### src/rtl/dma_arb_pkg.sv
package dma_arb_pkg;

  // Arbiter bus state: idle (CPU owns the channel) or granted to one slot
  typedef enum logic {
    ARB_IDLE  = 1'b0,
    ARB_GRANT = 1'b1
  } arb_state_e;

endpackage

### src/rtl/dma_req_sync.sv
// Multi-stage synchroniser for a vector of asynchronous request lines.
module dma_req_sync #(
  parameter int unsigned WIDTH  = 7,
  parameter int unsigned STAGES = 2
) (
  input  logic             clk,
  input  logic             rst_n,
  input  logic [WIDTH-1:0] async_i,
  output logic [WIDTH-1:0] sync_o
);

  logic [WIDTH-1:0] pipe_q [STAGES];

  always_ff @(posedge clk or negedge rst_n) begin
    if (!rst_n) begin
      for (int s = 0; s < STAGES; s++) begin
        pipe_q[s] <= '0;
      end
    end else begin
      pipe_q[0] <= async_i;
      for (int s = 1; s < STAGES; s++) begin
        pipe_q[s] <= pipe_q[s-1];
      end
    end
  end

  assign sync_o = pipe_q[STAGES-1];

endmodule

### src/rtl/dma_prio_pick.sv
// Fixed-priority picker: isolates the lowest set bit of the request vector.
module dma_prio_pick #(
  parameter int unsigned WIDTH = 7
) (
  input  logic [WIDTH-1:0] req_i,
  output logic [WIDTH-1:0] pick_o,
  output logic             any_o
);

  localparam logic [WIDTH-1:0] ONE = WIDTH'(1);

  // Two's complement isolation of the lowest set bit
  assign pick_o = req_i & (~req_i + ONE);
  assign any_o  = |req_i;

endmodule

### src/rtl/dma_grant_fsm.sv
// Grant state machine: loads a one-hot grant when idle and holds it until done.
module dma_grant_fsm
  import dma_arb_pkg::*;
#(
  parameter int unsigned WIDTH  = 7,
  parameter int unsigned NARROW = 4
) (
  input  logic             clk,
  input  logic             rst_n,
  input  logic [WIDTH-1:0] pick_i,
  input  logic             pick_any_i,
  input  logic             done_i,
  output logic             busy_o,
  output logic [WIDTH-1:0] grant_o,
  output logic             wide_o
);

  arb_state_e       state_q, state_d;
  logic [WIDTH-1:0] grant_q;
  logic             wide_q;
  logic             load;

  // Next-state process
  always_comb begin
    state_d = state_q;
    load    = 1'b0;
    unique case (state_q)
      ARB_IDLE: begin
        if (pick_any_i) begin
          state_d = ARB_GRANT;
          load    = 1'b1;
        end
      end
      ARB_GRANT: begin
        if (done_i) begin
          state_d = ARB_IDLE;
        end
      end
      default: state_d = ARB_IDLE;
    endcase
  end

  // Register process
  always_ff @(posedge clk or negedge rst_n) begin
    if (!rst_n) begin
      state_q <= ARB_IDLE;
    end else begin
      state_q <= state_d;
    end
  end

  always_ff @(posedge clk or negedge rst_n) begin
    if (!rst_n) begin
      grant_q <= '0;
      wide_q  <= 1'b0;
    end else if (load) begin
      grant_q <= pick_i;
      wide_q  <= |pick_i[WIDTH-1:NARROW];
    end
  end

  assign busy_o  = (state_q == ARB_GRANT);
  assign grant_o = grant_q;
  assign wide_o  = busy_o & wide_q;

  AST_GRANT_HELD: assert property (@(posedge clk) disable iff (!rst_n)
    (busy_o && !done_i) |=> (busy_o && $stable(grant_q)));

  AST_RELEASE_ON_DONE: assert property (@(posedge clk) disable iff (!rst_n)
    (busy_o && done_i) |=> !busy_o);

  AST_ONE_HOT_GRANT: assert property (@(posedge clk) disable iff (!rst_n)
    busy_o |-> $onehot(grant_q));

  AST_NO_PREEMPT: assert property (@(posedge clk) disable iff (!rst_n)
    (busy_o && !done_i) |=> $stable(wide_o));

endmodule

### src/rtl/dma_req_arbiter.sv
// DMA request arbiter: synchronise, pick lowest channel, grant until done.
module dma_req_arbiter #(
  parameter int unsigned NARROW_CH   = 4,
  parameter int unsigned WIDE_CH     = 3,
  parameter int unsigned SYNC_STAGES = 2
) (
  input  logic                           clk,
  input  logic                           rst_n,
  input  logic [NARROW_CH+WIDE_CH-1:0]   dreq_i,
  input  logic                           xfer_done_i,
  output logic [NARROW_CH+WIDE_CH-1:0]   dack_n_o,
  output logic                           aen_o,
  output logic                           bale_o,
  output logic                           wide_o
);

  localparam int unsigned     NSLOT = NARROW_CH + WIDE_CH;
  localparam logic [NSLOT-1:0] ONE  = NSLOT'(1);

  logic [NSLOT-1:0] req_s;
  logic [NSLOT-1:0] pick;
  logic             pick_any;
  logic             busy;
  logic [NSLOT-1:0] grant;
  logic             wide;

  dma_req_sync #(
    .WIDTH  (NSLOT),
    .STAGES (SYNC_STAGES)
  ) u_sync (
    .clk     (clk),
    .rst_n   (rst_n),
    .async_i (dreq_i),
    .sync_o  (req_s)
  );

  dma_prio_pick #(
    .WIDTH (NSLOT)
  ) u_pick (
    .req_i  (req_s),
    .pick_o (pick),
    .any_o  (pick_any)
  );

  dma_grant_fsm #(
    .WIDTH  (NSLOT),
    .NARROW (NARROW_CH)
  ) u_fsm (
    .clk        (clk),
    .rst_n      (rst_n),
    .pick_i     (pick),
    .pick_any_i (pick_any),
    .done_i     (xfer_done_i),
    .busy_o     (busy),
    .grant_o    (grant),
    .wide_o     (wide)
  );

  assign dack_n_o = ~(grant & {NSLOT{busy}});
  assign aen_o    = busy;
  assign bale_o   = busy;
  assign wide_o   = wide;

  AST_AEN_WITH_ACK: assert property (@(posedge clk) disable iff (!rst_n)
    aen_o == !(&dack_n_o));

  AST_BALE_WITH_ACK: assert property (@(posedge clk) disable iff (!rst_n)
    bale_o == !(&dack_n_o));

  AST_WIDE_CLASS: assert property (@(posedge clk) disable iff (!rst_n)
    wide_o == !(&dack_n_o[NSLOT-1:NARROW_CH]));

  AST_GRANT_HAS_REQ: assert property (@(posedge clk) disable iff (!rst_n)
    $rose(busy) |-> |($past(req_s) & grant));

  AST_LOWEST_WINS: assert property (@(posedge clk) disable iff (!rst_n)
    $rose(busy) |-> (($past(req_s) & (grant - ONE)) == '0));

  AST_RECOVERY_GAP: assert property (@(posedge clk) disable iff (!rst_n)
    $fell(aen_o) |-> (&dack_n_o));

endmodule

### config.mk
export PLATFORM = sky130hd
export DESIGN_NAME = dma_req_arbiter
export DESIGN_NICKNAME = d
export VERILOG_FILES = /design/src/rtl/dma_arb_pkg.sv /design/src/rtl/dma_req_sync.sv /design/src/rtl/dma_prio_pick.sv /design/src/rtl/dma_grant_fsm.sv /design/src/rtl/dma_req_arbiter.sv
export SDC_FILE = /design/constraint.sdc
export NUM_CORES = 1
export LEC_CHECK = 0
export ABC_AREA = 1
export CAP_MARGIN = 20
export CORE_UTILIZATION = 47
export CTS_CLUSTER_DIAMETER = 120
export DETAILED_ROUTE_END_ITERATION = 8
export GPL_TIMING_DRIVEN = 1
export PLACE_DENSITY = 0.79
export RECOVER_POWER = 50
export SKIP_LAST_GASP = 1
export SLEW_MARGIN = 5
export SYNTH_ARGS = -nofsm -noshare
export SYNTH_HDL_FRONTEND = slang
export SYNTH_SLANG_ARGS = --single-unit
export TNS_END_PERCENT = 20
### constraint.sdc
create_clock -name clk -period 1.3 [get_ports clk]
set_input_delay 0.195 -clock clk [delete_from_list [all_inputs] [get_ports clk]]
set_output_delay 0.195 -clock clk [all_outputs]
set_load 0.02 [all_outputs]
## Word level (Yosys, flattened, before mapping)

Index checks and enable logic that the tools add are counted.

| word-level totals | value |
|---|---|
| output and inout bits | 10 |
| input bits | 10 |
| bits in registers | 23 |

| operators by class | value |
|---|---|
| multiplexer cells | 4 |
| add/sub/neg operators | 1 |
| reductions and logical operators | 2 |
| bitwise operators | 6 |

Operators by type and width:

| kind | number |
|---|---|
| $and 7x7->7 | 2 |
| $not 7->7 | 2 |
| $add 7x1->7 const B | 1 |
| $reduce_or 7->1 | 1 |
| $mux 1 | 3 |
| $reduce_or 3->1 | 1 |
| $pmux 1 s2 | 1 |
| $and 1x1->1 | 1 |
| $not 1->1 | 1 |

## Depth between registers and ports, before layout

Gate-level depths: netlist of run 1.

| logic depth | value |
|---|---|
| word-level depth | 4 |
| gate-level depth with buffers | 6 |

## By module

From an unflattened synthesis of run 1, not the netlist that was laid out.

| second synthesis, totals | value |
|---|---|
| cell total of the unflattened synthesis | 91 |
| area total of the unflattened synthesis | 889.6 um^2 |

Modules (own cells, without submodules):

| module | seq. area each (um^2) | cells an instance | times used | area each (um^2) |
|---|---|---|---|---|
| dma_req_sync | 350.3 | 21 | 1 | 402.9 |
| dma_grant_fsm | 225.2 | 42 | 1 | 365.4 |
| dma_prio_pick | 0.0 | 20 | 1 | 87.6 |
| dma_req_arbiter | 0.0 | 8 | 1 | 33.8 |

## Least setup slack after synthesis of run 1

OpenSTA, ideal clock, no wires.

| path | value |
|---|---|
| path kind | register to register |
| start | reg u_fsm.state_q, in the netlist u_fsm.busy_o |
| end | reg u_fsm.grant_q[6], in the netlist u_fsm.grant_o[6] |
| setup time | 0.123 ns |
| setup slack | 0.230 ns |
| data arrival time | 0.947 ns |
| buffers on the path | 2 |
| cell stages (with the launch flop) | 6 |
| cells stage by stage | dfrtp_1 buf_6 inv_8 buf_8 a21oi_1 a21oi_1 |

| between the ends | value |
|---|---|
| word-level cells in the longest chain between the ends | 1 |

Ends and longest elaborated chain:

| item | RTL line | text |
|---|---|---|
| start, declared | dma_grant_fsm.sv:18 | `arb_state_e state_q, state_d;` |
| start signal, assigned | dma_grant_fsm.sv:48 | `state_q <= state_d;` |
| $mux 1 | dma_grant_fsm.sv:27 | `unique case (state_q)` |
| end signal, assigned | dma_grant_fsm.sv:57 | `grant_q <= pick_i;` |
| end, declared | dma_grant_fsm.sv:19 | `logic [WIDTH-1:0] grant_q;` |

No other way between the ends.
A chain may end at the register's enable or synchronous reset.

## Worst setup path in the final report of run 1

| path | value |
|---|---|
| start | reg u_fsm.state_q, in the netlist u_fsm.busy_o |
| end | out aen_o |

RTL lines:

| item | RTL line | text |
|---|---|---|
| end, declared | dma_req_arbiter.sv:12 | `output logic aen_o,` |

No word-level cell between the ends.

==> reports/qor.txt, run 1 <==
status: finished, violations left
failing checks: negative setup slack
setup ws final: -0.05213 ns
CP Cell Sequence: buf_4, clkdlybuf4s15_1
initial antenna violation count: 0
area of the mapped netlist: 885.9 um2
YS warnings: 0
Total Nets Final: 114
leak pwr: 0.0005459 uW
global-route congestion overflow total: 0
CTS tree: built
FF-to-FF End: u_fsm.grant_o[0]
die area: 2063 um2
IO Port Bufs: 19
design area: 1102 um2
Yosys reg bits: 23
drt wl/cell: 9.461 um
RSZ-0062 raised after global routing: yes
Final period util: 104.0%
Required @ worst endpoint: 1.11 ns
final core area utilization: 63.15%
Total Wirelength: 1211 um
Remaining DRCs: 0
Setup Viol. Count Final: 5
# diodes: 0
Rows: 15
sequential power share: 48.3%
clk sinks: 23
Fmax achieved: 739.6 MHz
register area share after synthesis: 64.97%
global-route wire length before repair: 2076 um
Clk Tree Root Cell: clkbuf_4
Slew headroom: 64.57%
gr usage total: 14.71%
Initial Utilization: 50.75%
reg-to-reg slack, setup: 0.27 ns
Hold Path Class: reg -> reg
area used by multi-input combinational logic: 235.2 um2
switching share of power: 34.90%
vias per inst: 4.539
highest net fanout along the worst path: 6
Syn Nets: 90
reg2reg start: u_sync.sync_o[4]
type of the worst setup path: reg -> out
antenna-violating nets left: 0
clk buf depth: 2
Mean Syn Cell Area: 11.07 um2
fin crit period: 1.352 ns
Tot Pwr: 1767 uW
Worst setup SP type: register
slowest cell on the critical path: dfrtp_1
Post-DP HPWL: 925.1 um
Slew Viols, Final: 0
PwrDens: 1603 nW/um2
DR iter-0 viols: 1
Worst Tran Pin Value: 0.5315 ns
Skew-Pair Late Insertion Delay: 0.30 ns
core area: 1745 um2
cts bufs inserted: 3
Die X: 45.42 um
htree depth: 1
total vias in the final route: 581
Die H: 45.42 um
Logic pwr share: 33.8%
global placement routability congestion: 0.7053
Fin. Hold Viols: 0
Filler cells: 166
Max-Cap Viols: 0
Syn-to-layout area delta: 24.44%
Setup crit end kind: output pin
crit-path max cell delay: 0.40 ns
Data arrival, critical path: 1.16 ns
Critical path origin: u_fsm.busy_o
switching power: 616.6 uW
CTS clk-pin slew, worst paths: 0.12 ns
dpl cell area: 1096 um2
Pint: 1150 uW
maximum vdd drop: 0.001055 V
share of layout cells above drive strength 1: 25.24%
Mapped Cells: 80
Distinct cells, synth: 18
Seq. cell area: 575.6 um2
iteration count of the initial detailed-routing pass: 3
Clock Skew: 0.002688 ns
largest net degree at the start of global routing: 24
Ports: 20
power share of the clock group: 17.9%
R2R depth: 6
end point of the critical path: aen_o
pre-CTS setup slack: -0.07340 ns
number of global-route vias before repair: 515
[cell type report]
cell class,count,share of cell area (%)
well taps,25,2.838
clock buffers,3,2.043
inverters,9,3.746
multi-input cells,45,21.34
flip-flops and latches,23,52.21
repair buffers,22,17.37
clock inverters,1,0.4540
[synthesized netlist by cell type (all sizes together)]
cell	number	area share, %
dfrtp	23	65
nand2	21	11
nand3	12	7.3
inv	9	4.7
nor2	6	4.0
buf	3	3.8
nand4	3	2.1
a21oi	2	1.1
o211ai	1	1.4
[layer usage]
metal	track usage [%]	vias to the layer above	wire, um
met5	0	-	0
met4	9.091	0	14
met3	3.571	2	43
li1	-	298	-
met2	25.71	16	645
met1	15.75	265	507
[sequential cells by signal, summed over array words and instances (netlist names)]
name	count
u_fsm.wide_q	1
u_sync.pipe_q	7
u_fsm.grant_o	7
u_fsm.busy_o	1
u_sync.sync_o	7
[worst min-delay path by stage]
stage | startpoint | depth (start not counted) | endpoint | slack [ns]
5_1_grt | u_sync.pipe_q[9] | 0 | u_sync.sync_o[2] | 0.38
2_1_floorplan | rst_n | 0 | u_fsm.busy_o | -0.10
3_5_place_dp | u_sync.pipe_q[12] | 0 | u_sync.sync_o[5] | 0.33
4_1_cts | rst_n | 2 | u_fsm.wide_q | 0.23
6_report | u_sync.pipe_q[12] | 0 | u_sync.sync_o[5] | 0.36
3_3_place_gp | u_sync.pipe_q[10] | 0 | u_sync.sync_o[3] | 0.33
[critical path, delay by kind of cell (launching register included)]
| kind | cells | cell delay [ns] |
|---|---|---|
| buf+inv | 2 | 0.46 |
| flops | 1 | 0.40 |
[cell usage in the layout, fill, tap and decap left out]
cell,Yosys,layout
dfrtp_1,23,23
nand2_1,17,17
nand3_1,11,11
dlygate4sd3_1,0,8
inv_1,7,7
buf_2,0,4
nand2_2,3,3
nor2_1,3,3
nand4_1,3,3
clkbuf_4,0,3
buf_4,1,3
clkdlybuf4s15_2,0,3
nor2_2,2,2
a21oi_1,2,2
clkdlybuf4s15_1,0,2
inv_8,1,1
nand3_2,1,1
nand2_4,1,1
o211ai_2,1,1
nor2_4,1,1
inv_2,1,1
clkinv_2,0,1
clkdlybuf4s50_1,0,1
clkbuf_2,0,1
[kinds of logic (layout without fill, tap and decap cells)]
logic type / Yosys count / after routing / synth area share, %
AOI/OAI and AO/OA: 3 / 3 / 2.542
DFF: 23 / 23 / 64.97
buffers and inverters: 12 / 35 / 8.474
and+or+nand+nor: 42 / 42 / 24.01
[power groups by stage]
stage	registers (uW)	clock network, uW	logic (uW)
floorplan	884	0	450
global placement	864	0	653
detailed placement	870	0	669
CTS	855	332	627
global route	864	353	666
finish	853	316	597
[per-stage QoR]
| step | hold slack, ns | cells | TNS [ns] |
|---|---|---|---|
| 4_1_cts | 0.2263 | 128 | -0.5801 |
| 3_5_place_dp | 0.3347 | 124 | -0.4268 |
| 6_report | 0.3609 | 128 | -0.2338 |
| 5_1_grt | 0.3796 | 128 | -0.5664 |
| 3_3_place_gp | 0.3313 | 124 | -0.3451 |
| 2_1_floorplan | -0.1006 | 80 | 0 |
[timing repair]
item	in CTS	in global routing
setup endpoints to repair	10	10
hold buffers	0	0
buffers inserted	0	0
resized for setup	30	4
No activity file was read; power rests on OpenSTA's default activity.
==> run 2, diff against run 1 <==
--- a/config.mk
+++ b/config.mk
@@ -17,5 +17,6 @@
 export SLEW_MARGIN = 5
 export SYNTH_ARGS = -nofsm -noshare
 export SYNTH_HDL_FRONTEND = slang
+export SYNTH_HIERARCHICAL = 1
 export SYNTH_SLANG_ARGS = --single-unit
 export TNS_END_PERCENT = 20
==> constraint.sdc (replaced) <==
create_clock -name clk -period 1.4 [get_ports clk]
set_input_delay 0.21 -clock clk [delete_from_list [all_inputs] [get_ports clk]]
set_output_delay 0.21 -clock clk [all_outputs]
set_load 0.02 [all_outputs]
==> run 2 against run 1 <==
  * The flow still finishes with violations (negative setup slack)
  * Flip-flop and latch count is the same
  * First-iteration DRC count grew to 7.0 times the previous value
  * Non-clock buffer count stayed put
  * Clock skew is essentially flat
  * Sequential power shrank 5.6%
  * Clock power down 11%
  * Final area down 2.6%
  * Clock-buffer cell count up 1
  * Wire length up 2.2%
  * Critical path depth decreased by 1
  * Critical path type unchanged
==> reports/qor.txt, run 2 <==
status: finished, violations left
failing checks: negative setup slack
cts bufs inserted: 3
Data arrival, critical path: 1.33 ns
Die H: 45.51 um
Met1 Wirelength: 521 um
Max-Cap Viols: 0
top cell type's share of synthesized area: 64.70%
register area share after synthesis: 64.70%
CTS clk-pin slew, worst paths: 0.11 ns
Rows: 15
type of the worst setup path: reg -> out
R2R depth: 7
Distinct cells, synth: 13
drt wl/cell: 9.379 um
Critical path origin: u_fsm/busy_o
Filler cells: 176
area used by multi-input combinational logic: 201.4 um2
antenna-violating nets left: 0
htree depth: 1
Die X: 45.51 um
Hold Path Class: reg -> reg
Total Nets Final: 118
Setup crit end kind: output pin
IO Port Bufs: 19
CTS tree: built
die area: 2071 um2
Post-DP HPWL: 894.1 um
Required @ worst endpoint: 1.19 ns
global-route congestion overflow total: 0
Clk Tree Root Cell: clkbuf_4
Crit path max-delay family: buffers and inverters
Tot Pwr: 1562 uW
area of the mapped netlist: 889.6 um2
largest net degree at the start of global routing: 24
Slew headroom: 63.53%
maximum vdd drop: 0.0008915 V
Mapped Cells: 91
FF-to-FF End: u_fsm/grant_o[3]
share of layout cells above drive strength 1: 12.15%
asr flop ratio synth: 100.0%
Yosys reg bits: 23
fin crit period: 1.539 ns
Fin. Hold Viols: 0
leading post-synthesis cells by cell area: dfrtp_1, nand2_1, buf_4
Skew-Pair Late Insertion Delay: 0.29 ns
Syn Nets: 101
Remaining DRCs: 0
most frequent cells in the layout: nand2_1, dfrtp_1, dlygate4sd3_1, inv_1, nor2_1
WHS: 0.3595 ns
number of global-route vias before repair: 507
Total Wirelength: 1238 um
slowest cell on the critical path: clkdlybuf4s50_1
Initial Utilization: 50.97%
EDFF count, synth: 0
CP Cell Sequence: clkdlybuf4s50_1
reg-to-reg slack, setup: 0.11 ns
Top Metal Used: met4
reg2reg start: u_fsm/busy_o
iteration count of the initial detailed-routing pass: 3
Worst Tran Pin Value: 0.5470 ns
Fmax achieved: 649.7 MHz
most common cell in the netlist: nand2_1
Synth Flop Type: dfrtp_1
initial antenna violation count: 0
clk buf depth: 2
clk sinks: 23
Syn-to-layout area delta: 20.68%
Worst setup SP type: register
PwrDens: 1455 nW/um2
end point of the critical path: aen_o
area leader, netlist: dfrtp_1
Ports: 20
most common cell after layout, fill and taps aside: nand2_1
crit-path max cell delay: 0.61 ns
met3 WL: 62 um
global placement routability congestion: 0.7230
Final period util: 109.9%
YS warnings: 6
Stages on worst setup path: 1
leak pwr: 0.0005455 uW
vias per inst: 4.205
# diodes: 0
Setup Viol. Count Final: 7
metal2 WL: 650 um
setup ws final: -0.1392 ns
Seq. cell area: 576.8 um2
Mean Syn Cell Area: 9.776 um2
gr usage total: 14.75%
CP bufs+invs: 1
highest net fanout along the worst path: 6
DR iter-0 viols: 7
total vias in the final route: 555
Slew Viols, Final: 0
Clock Skew: 0.002258 ns
core area: 1745 um2
RSZ-0062 raised after global routing: yes
synth cell count leaders: nand2_1, dfrtp_1, buf_4
global-route wire length before repair: 2097 um
run 2: layout make-up:
cell class              count  share of cell area (%)
clock buffers               4                   2.448
inverters                   9                   3.147
multi-input cells          49                   18.76
flip-flops and latches     23                   53.73
well taps                  25                   2.914
repair buffers             22                   19.00
run 2: what timing repair did:
item | in CTS | in global routing
gates resized for setup | 12 | 2
buffers inserted | 2 | 0
setup endpoints to repair | 10 | 11
cloned | 0 | 0
hold buffers | 0 | 0
run 2: logic make-up after synthesis:
logic type	Yosys count	synth area share, %
flops	23	64.70
buf+inv	19	12.66
compound gates	2	1.547
simple gates	47	21.10
run 2: worst min-delay path by stage:
stage                           start          endpoint  depth (start not counted)
CTS                             rst_n      u_fsm/wide_q                          2
finish              u_sync/pipe_q[13]  u_sync/sync_o[6]                          0
global route        u_sync/pipe_q[11]  u_sync/sync_o[4]                          0
global placement     u_sync/pipe_q[9]  u_sync/sync_o[2]                          0
floorplan                       rst_n      u_fsm/busy_o                          0
detailed placement   u_sync/pipe_q[9]  u_sync/sync_o[2]                          0
run 2: power by group:
group | internal [uW] | switching (uW) | leakage [uW] | total, uW
combinational | 189 | 286 | 0.000249 | 475
sequential | 750 | 54.9 | 0.000281 | 805
clock | 111 | 171 | 0.0000150 | 281
run 2: layer usage:
metal / GRT usage [%] / up-vias
met4: 7.273 / 0
met1: 17.99 / 244
met3: 2.381 / 2
li1: - / 291
met2: 25.14 / 18
met5: 0 / -
run 2: metrics by stage:
stage / util [%] / TNS [ns] / cell area [um2] / setup slack (ns) / cells
floorplan: - / 0 / 889.6 / 0.2756 / 91
global placement: 59.57 / -0.009474 / 1040 / -0.009474 / 126
detailed placement: 59.57 / -0.05971 / 1040 / -0.05251 / 126
CTS: 61.36 / -1.386 / 1071 / -0.2518 / 132
global route: 61.51 / -1.095 / 1074 / -0.1958 / 132
finish: 61.51 / -0.7437 / 1074 / -0.1392 / 132
